`src/rtl/bit_mon_pkg.sv`:
```
package bit_mon_pkg;

   // Magnitude of a signed word, one bit wider so the most negative value fits
   function automatic logic [16:0] mag16(input logic signed [15:0] v);
      logic signed [16:0] w;
      w = 17'(v);
      return (w < 0) ? 17'(-w) : 17'(w);
   endfunction

   typedef struct packed {
      logic err_hi;
      logic sig_low;
      logic ref_low;
   } cond_t;

endpackage

```
`src/rtl/bit_sample_reg.sv`:
```
module bit_sample_reg #(
   parameter int ERR_W = 16,
   parameter int AMP_W = 12
) (
   input  logic                    clk,
   input  logic                    rst_n,
   input  logic                    smp_vld,
   input  logic signed [ERR_W-1:0] err_in,
   input  logic        [AMP_W-1:0] sig_amp,
   input  logic        [AMP_W-1:0] ref_amp,
   output logic signed [ERR_W-1:0] err_q,
   output logic        [AMP_W-1:0] sig_q,
   output logic        [AMP_W-1:0] ref_q
);

   always_ff @(posedge clk or negedge rst_n) begin
      if (!rst_n) begin
         err_q <= '0;
         sig_q <= '1;
         ref_q <= '1;
      end else if (smp_vld) begin
         err_q <= err_in;
         sig_q <= sig_amp;
         ref_q <= ref_amp;
      end
   end

   AST_HOLD_BETWEEN_STROBES: assert property (@(posedge clk) disable iff (!rst_n)
      !smp_vld |=> ($stable(err_q) && $stable(sig_q) && $stable(ref_q)));

endmodule

```
`src/rtl/bit_cond_eval.sv`:
```
module bit_cond_eval
   import bit_mon_pkg::*;
#(
   parameter int ERR_W     = 16,
   parameter int AMP_W     = 12,
   parameter int ERR_LIMIT = 100,
   parameter int SIG_FLOOR = 512,
   parameter int REF_FLOOR = 512
) (
   input  logic signed [ERR_W-1:0] err_q,
   input  logic        [AMP_W-1:0] sig_q,
   input  logic        [AMP_W-1:0] ref_q,
   output cond_t                   cond
);

   localparam int MAG_W = ERR_W + 1;
   localparam logic [MAG_W-1:0] LIM_V = MAG_W'(ERR_LIMIT);
   localparam logic [AMP_W-1:0] SIG_V = AMP_W'(SIG_FLOOR);
   localparam logic [AMP_W-1:0] REF_V = AMP_W'(REF_FLOOR);

   logic [MAG_W-1:0] mag;

   generate
      if (ERR_W == 16) begin : g_pkg_mag
         assign mag = mag16(err_q);
      end else begin : g_gen_mag
         logic signed [MAG_W-1:0] wide;
         assign wide = MAG_W'(err_q);
         assign mag  = (wide < 0) ? MAG_W'(-wide) : MAG_W'(wide);
      end
   endgenerate

   always_comb begin
      cond.err_hi  = (mag > LIM_V);
      cond.sig_low = (sig_q < SIG_V);
      cond.ref_low = (ref_q < REF_V);
   end

   always_comb begin
      if (err_q == '0) AST_ZERO_ERR_QUIET: assert (!cond.err_hi);
   end

endmodule

```
`src/rtl/bit_persist_filter.sv`:
```
module bit_persist_filter #(
   parameter int FILT_CYC = 1000
) (
   input  logic clk,
   input  logic rst_n,
   input  logic cond_in,
   output logic trip
);

   generate
      if (FILT_CYC == 0) begin : g_bypass
         assign trip = cond_in;
      end else begin : g_count
         localparam int CNT_W = $clog2(FILT_CYC + 1);
         localparam logic [CNT_W-1:0] TERM = CNT_W'(FILT_CYC);
         logic [CNT_W-1:0] cnt;

         always_ff @(posedge clk or negedge rst_n) begin
            if (!rst_n)              cnt <= '0;
            else if (!cond_in)       cnt <= '0;
            else if (cnt != TERM)    cnt <= cnt + 1'b1;
         end

         assign trip = cond_in && (cnt == TERM);

         AST_CNT_BOUND: assert property (@(posedge clk) disable iff (!rst_n)
            cnt <= TERM);
         AST_RESTART_ON_CLEAR: assert property (@(posedge clk) disable iff (!rst_n)
            !cond_in |=> (cnt == '0));
         AST_TRIP_AFTER_FULL_RUN: assert property (@(posedge clk) disable iff (!rst_n)
            $rose(trip) |-> $past(cond_in));
      end
   endgenerate

endmodule

```
`src/rtl/bit_fault_monitor.sv`:
```
module bit_fault_monitor
   import bit_mon_pkg::*;
#(
   parameter int ERR_W     = 16,
   parameter int AMP_W     = 12,
   parameter int ERR_LIMIT = 100,
   parameter int CLK_HZ    = 50_000_000,
   parameter int FILT_US   = 500,
   parameter int AMP_FS_MV = 4000,
   parameter int LOSS_MV   = 500,
   parameter int SIG_FLOOR = (LOSS_MV * (1 << AMP_W)) / AMP_FS_MV,
   parameter int REF_FLOOR = (LOSS_MV * (1 << AMP_W)) / AMP_FS_MV
) (
   input  logic                    clk,
   input  logic                    rst_n,
   input  logic                    smp_vld,
   input  logic signed [ERR_W-1:0] err_in,
   input  logic        [AMP_W-1:0] sig_amp,
   input  logic        [AMP_W-1:0] ref_amp,
   output logic                    fault_n
);

   localparam int FILT_CYC = (CLK_HZ / 1_000_000) * FILT_US;

   generate
      if (ERR_W < 2 || ERR_W > 31) begin : g_bad_err_w
         $error("ERR_W out of range");
      end
      if (ERR_LIMIT < 0 || ERR_LIMIT >= (1 << (ERR_W - 1))) begin : g_bad_limit
         $error("ERR_LIMIT does not fit ERR_W");
      end
      if (AMP_W < 2 || AMP_W > 24) begin : g_bad_amp_w
         $error("AMP_W out of range");
      end
      if (SIG_FLOOR < 0 || SIG_FLOOR >= (1 << AMP_W) ||
          REF_FLOOR < 0 || REF_FLOOR >= (1 << AMP_W)) begin : g_bad_floor
         $error("amplitude floor does not fit AMP_W");
      end
      if (FILT_CYC < 0) begin : g_bad_filt
         $error("filter length negative");
      end
   endgenerate

   logic signed [ERR_W-1:0] err_q;
   logic        [AMP_W-1:0] sig_q;
   logic        [AMP_W-1:0] ref_q;
   cond_t                   cond;
   logic                    err_trip;
   logic                    any_fault;

   bit_sample_reg #(.ERR_W(ERR_W), .AMP_W(AMP_W)) u_sample (
      .clk(clk), .rst_n(rst_n), .smp_vld(smp_vld),
      .err_in(err_in), .sig_amp(sig_amp), .ref_amp(ref_amp),
      .err_q(err_q), .sig_q(sig_q), .ref_q(ref_q)
   );

   bit_cond_eval #(
      .ERR_W(ERR_W), .AMP_W(AMP_W), .ERR_LIMIT(ERR_LIMIT),
      .SIG_FLOOR(SIG_FLOOR), .REF_FLOOR(REF_FLOOR)
   ) u_eval (
      .err_q(err_q), .sig_q(sig_q), .ref_q(ref_q), .cond(cond)
   );

   bit_persist_filter #(.FILT_CYC(FILT_CYC)) u_filter (
      .clk(clk), .rst_n(rst_n), .cond_in(cond.err_hi), .trip(err_trip)
   );

   assign any_fault = err_trip | cond.sig_low | cond.ref_low;

   always_ff @(posedge clk or negedge rst_n) begin
      if (!rst_n) fault_n <= 1'b1;
      else        fault_n <= !any_fault;
   end

   AST_LOS_PULLS_LOW: assert property (@(posedge clk) disable iff (!rst_n)
      cond.sig_low |=> !fault_n);
   AST_LOR_PULLS_LOW: assert property (@(posedge clk) disable iff (!rst_n)
      cond.ref_low |=> !fault_n);
   AST_RELEASE_WHEN_CLEAR: assert property (@(posedge clk) disable iff (!rst_n)
      (!err_trip && !cond.sig_low && !cond.ref_low) |=> fault_n);
   AST_NO_EARLY_ERR_FAULT: assert property (@(posedge clk) disable iff (!rst_n)
      (!cond.sig_low && !cond.ref_low && !err_trip) |=> !$fell(fault_n));

endmodule

```
`config.mk`:
```
export PLATFORM = sky130hd
export DESIGN_NAME = bit_fault_monitor
export DESIGN_NICKNAME = d
export VERILOG_FILES = /design/src/rtl/bit_mon_pkg.sv /design/src/rtl/bit_sample_reg.sv /design/src/rtl/bit_cond_eval.sv /design/src/rtl/bit_persist_filter.sv /design/src/rtl/bit_fault_monitor.sv
export SDC_FILE = /design/constraint.sdc
export NUM_CORES = 1
export LEC_CHECK = 0
export ABC_AREA = 1
export BUFFER_PORTS_ARGS = -buffer_cell sky130_fd_sc_hd__buf_2
export CAP_MARGIN = 20
export CORE_MARGIN = 2
export CORE_UTILIZATION = 50
export CTS_BUF_LIST = sky130_fd_sc_hd__clkbuf_8
export CTS_CLUSTER_SIZE = 14
export DETAILED_ROUTE_END_ITERATION = 10
export GPL_TIMING_DRIVEN = 0
export PLACE_DENSITY_LB_ADDON = 0.3
export SLEW_MARGIN = 20
export SYNTH_ARGS = -nofsm -noshare
export SYNTH_HDL_FRONTEND = slang
export SYNTH_SLANG_ARGS = --single-unit
export TNS_END_PERCENT = 50
```
`constraint.sdc`:
```
create_clock -name clk -period 2.2 [get_ports clk]
set_input_delay 0.22 -clock clk [delete_from_list [all_inputs] [get_ports clk]]
set_output_delay 0.22 -clock clk [all_outputs]
set_load 0.1 [all_outputs]
```
==> flow_metrics.tcl <==
set metrics [dict create \
    cp_common_cell "nand2_1" \
    async_flop_share_pct 100 \
    wl_um 4440 \
    gp_congestion 0.846 \
    synth_edf_count 0 \
    cp.required_ps 2360 \
    grt_setup_unrepaired "no" \
    r2r.worst_path.cells 10 \
    syn_nets 331 \
    clkSinkCount 38 \
    drc_errors 0 \
    worst_slew_pin_slew_ps 818 \
    setup_viol 0 \
    dieWidth_um 70.6 \
    antennaDiodeCount 0 \
    end_kind "flip-flop" \
    die_area_um2 4990 \
    p_int_uw 1500 \
    synthTopCellsByArea "dfrtp_1 (35%), nand2_1 (13%), dfstp_2 (8.3%)" \
    r2r-start "u_sample.err_q[0]" \
    cap_violations 0 \
    drv_slew 0 \
    synth_top_area_share_pct 34.9 \
    r2r_slack_ps 210 \
    clock_path_buffers 2 \
    synth_ff_type "dfrtp_1" \
    design.portCount 44 \
    finalHoldViolations 0 \
    cts_resized 0 \
    grt_max_degree 39 \
    cp_cell_sequence "inv_1, ha_1, nand2_2, o21ai_4, nand2_1, nand2_1, nand3_1, nor2_4, buf_4, a31oi_1" \
    post_cts_buffers 0 \
    die_h_um 70.6 \
    holdBufCountCts 0 \
    grt_pass1_vias 1940 \
    wl_per_cell_um 12.0 \
    critPathLaunchType "flip-flop" \
    drt_iter0_drc 135 \
    core_area_um2 4320 \
    switchingPower_uw 715 \
    p_seq_share_pct 41.5 \
    setup.worst_path.start "u_sample.err_q[0]" \
    clk_pin_slew_ps 80 \
    antenna_found_initial 0 \
    netlist_instances 285 \
    worstPathMaxFanout 10 \
    min_path_type "in2async" \
    timing.final.crit_period_ps 1990 \
    pwr-share-clk_pct 32.1 \
    tns_ps 0 \
    p_leak_uw 0.00125 \
    drive_above_1_share_pct 19.9 \
    syn_area_um2 2220 \
    grt_first_pass_wirelength_um 8250 \
    clk_latency_ps 290 \
    status "completed" \
    p_sw_share_pct 32.3 \
    cpMaxStageDelayCell "dfrtp_1" \
    synth_top_area_cell "dfrtp_1" \
    ys_types 34 \
    numCtsBuffers 5 \
    power_density_nw_per_um2 870 \
    dp_hpwl_um 3260 \
    fmax_mhz 503 \
    vdd_drop_max_mv 0.432 \
    yosys_warnings 0 \
    avgViaCountPerCell 5.19 \
    crit_end "u_filter.g_count.cnt[0]" \
    cp_slowest_stage_delay_ps 370 \
    drtPass1Iterations 4 \
    start_util_pct 51.4 \
    yosysMostFrequentCell "nand2_1" \
    vias 1915 \
    syn_avg_cell_area_um2 7.79 \
    ys_ff_latch 38 \
    r2r-end "u_filter.g_count.cnt[0]" \
    combPwrFrac_pct 26.4 \
    ant_nets 0 \
    grt_overflow 0 \
    synth_seq_area_share_pct 43.2 \
    maxSlewHeadroom_pct 45.5 \
    port_buffers 24 \
    grtUsageTotal_pct 20.5 \
    nNetsFinal 362 \
    skew_ps 12.6 \
    rows 24 \
    synthTopCellsByCount "nand2_1 (78), inv_1 (32), dfrtp_1 (31), o21ai_0 (23)" \
    critPathKind "reg2reg" \
    post-route-period-util_pct 90.3 \
    cts_root_buf "clkbuf_8" \
    syn2layout_area_growth_pct 14.5 \
    cts_tree "yes" \
    fin_util_pct 58.8 \
    htreeDepth 2 \
    cp.arrival_ps 2150 \
]
==> routing by layer <==
metal	global-route usage (%)	part of all wire [%]	vias to the layer above	routed length (µm)
met5	0	0	-	0
met4	7.13	0.83	0	37
met3	4.27	4.4	4	197
met2	36.1	50	35	2230
met1	25.2	45	892	1980
li1	-	-	984	-
==> worst max-delay path, delay by kind of cell, from the launching register on <==
family | cells | cell delay (ps)
adders and majority gates | 1 | 270
buffers and inverters | 2 | 330
DFF | 1 | 370
and+or+nand+nor | 5 | 530
AOI/OAI and AO/OA | 2 | 350
==> state kept, by name, indices dropped and copies added, names as in the netlist <==
name                  cells
u_sample.sig_q            3
fault_n                   1
u_sample.ref_q            3
u_sample.err_q           16
u_filter.g_count.cnt     15
==> kinds of logic (layout without fill, tap and decap cells) <==
kind of cell,count (synthesis),after routing,share of synthesized area (%)
and+or+nand+nor,145,145,29.5
buffers and inverters,43,75,8.34
AOI/OAI and AO/OA,40,40,10.5
DFF,38,38,43.2
xor gates and xnor gates,12,12,4.73
muxes,4,4,2.03
adders and majority gates,3,3,1.69
==> through the flow <==
stage	hold WS (ps)	total power, µW	instances	setup slack [ps]	cell area, µm²
6_report	21.5	2210	369	213	2540
5_1_grt	92.9	2370	369	80.8	2540
4_1_cts	46.6	2240	369	219	2540
3_5_place_dp	368	1510	361	271	2410
3_3_place_gp	359	1490	361	285	2410
2_1_floorplan	-75.6	1360	285	522	2220
==> power by group through the flow <==
stage	clock network [µW]	logic, µW	registers [µW]
floorplan	0	443	922
global placement	0	564	924
detailed placement	0	581	930
CTS	734	587	918
global route	757	677	937
finish	711	584	918
==> worst min-delay path by stage <==
stage	to	cells after the start	from	slack, ps
2_1_floorplan	u_filter.g_count.cnt[0]	0	rst_n	-80
3_3_place_gp	u_filter.g_count.cnt[2]	1	rst_n	360
3_5_place_dp	u_filter.g_count.cnt[2]	1	rst_n	370
4_1_cts	u_filter.g_count.cnt[0]	1	rst_n	50
5_1_grt	u_filter.g_count.cnt[0]	1	rst_n	90
6_report	u_filter.g_count.cnt[7]	1	rst_n	20
==> cell type report <==
type                    count  area (µm²)
fillers                   406        1780
multi-input cells         204        1080
flip-flops and latches     38         960
inverters                  33         124
repair buffers             24         120
clock buffers               5        68.8
clock inverters             3        68.8
well taps                  52        65.1
plain buffers              10        61.3
==> cells in the final DEF (no fill, tap or decap), types with 2 or more instances in the layout <==
master	count
buf_2	25
xnor2_1	3
clkbuf_8	5
nor2_1	22
nand4_1	5
buf_4	2
nor3_2	2
o21ai_0	23
mux2_2	4
nor3_1	2
nor2_4	2
xor2_1	9
ha_1	3
nand2_2	4
nor2_2	2
inv_1	32
clkbuf_1	4
buf_6	2
a31oi_1	12
nand3_1	22
dfstp_2	7
bufinv_16	2
nand2_1	78
dfrtp_1	31
and2_1	2
No activity file was read; power rests on OpenSTA's default activity.
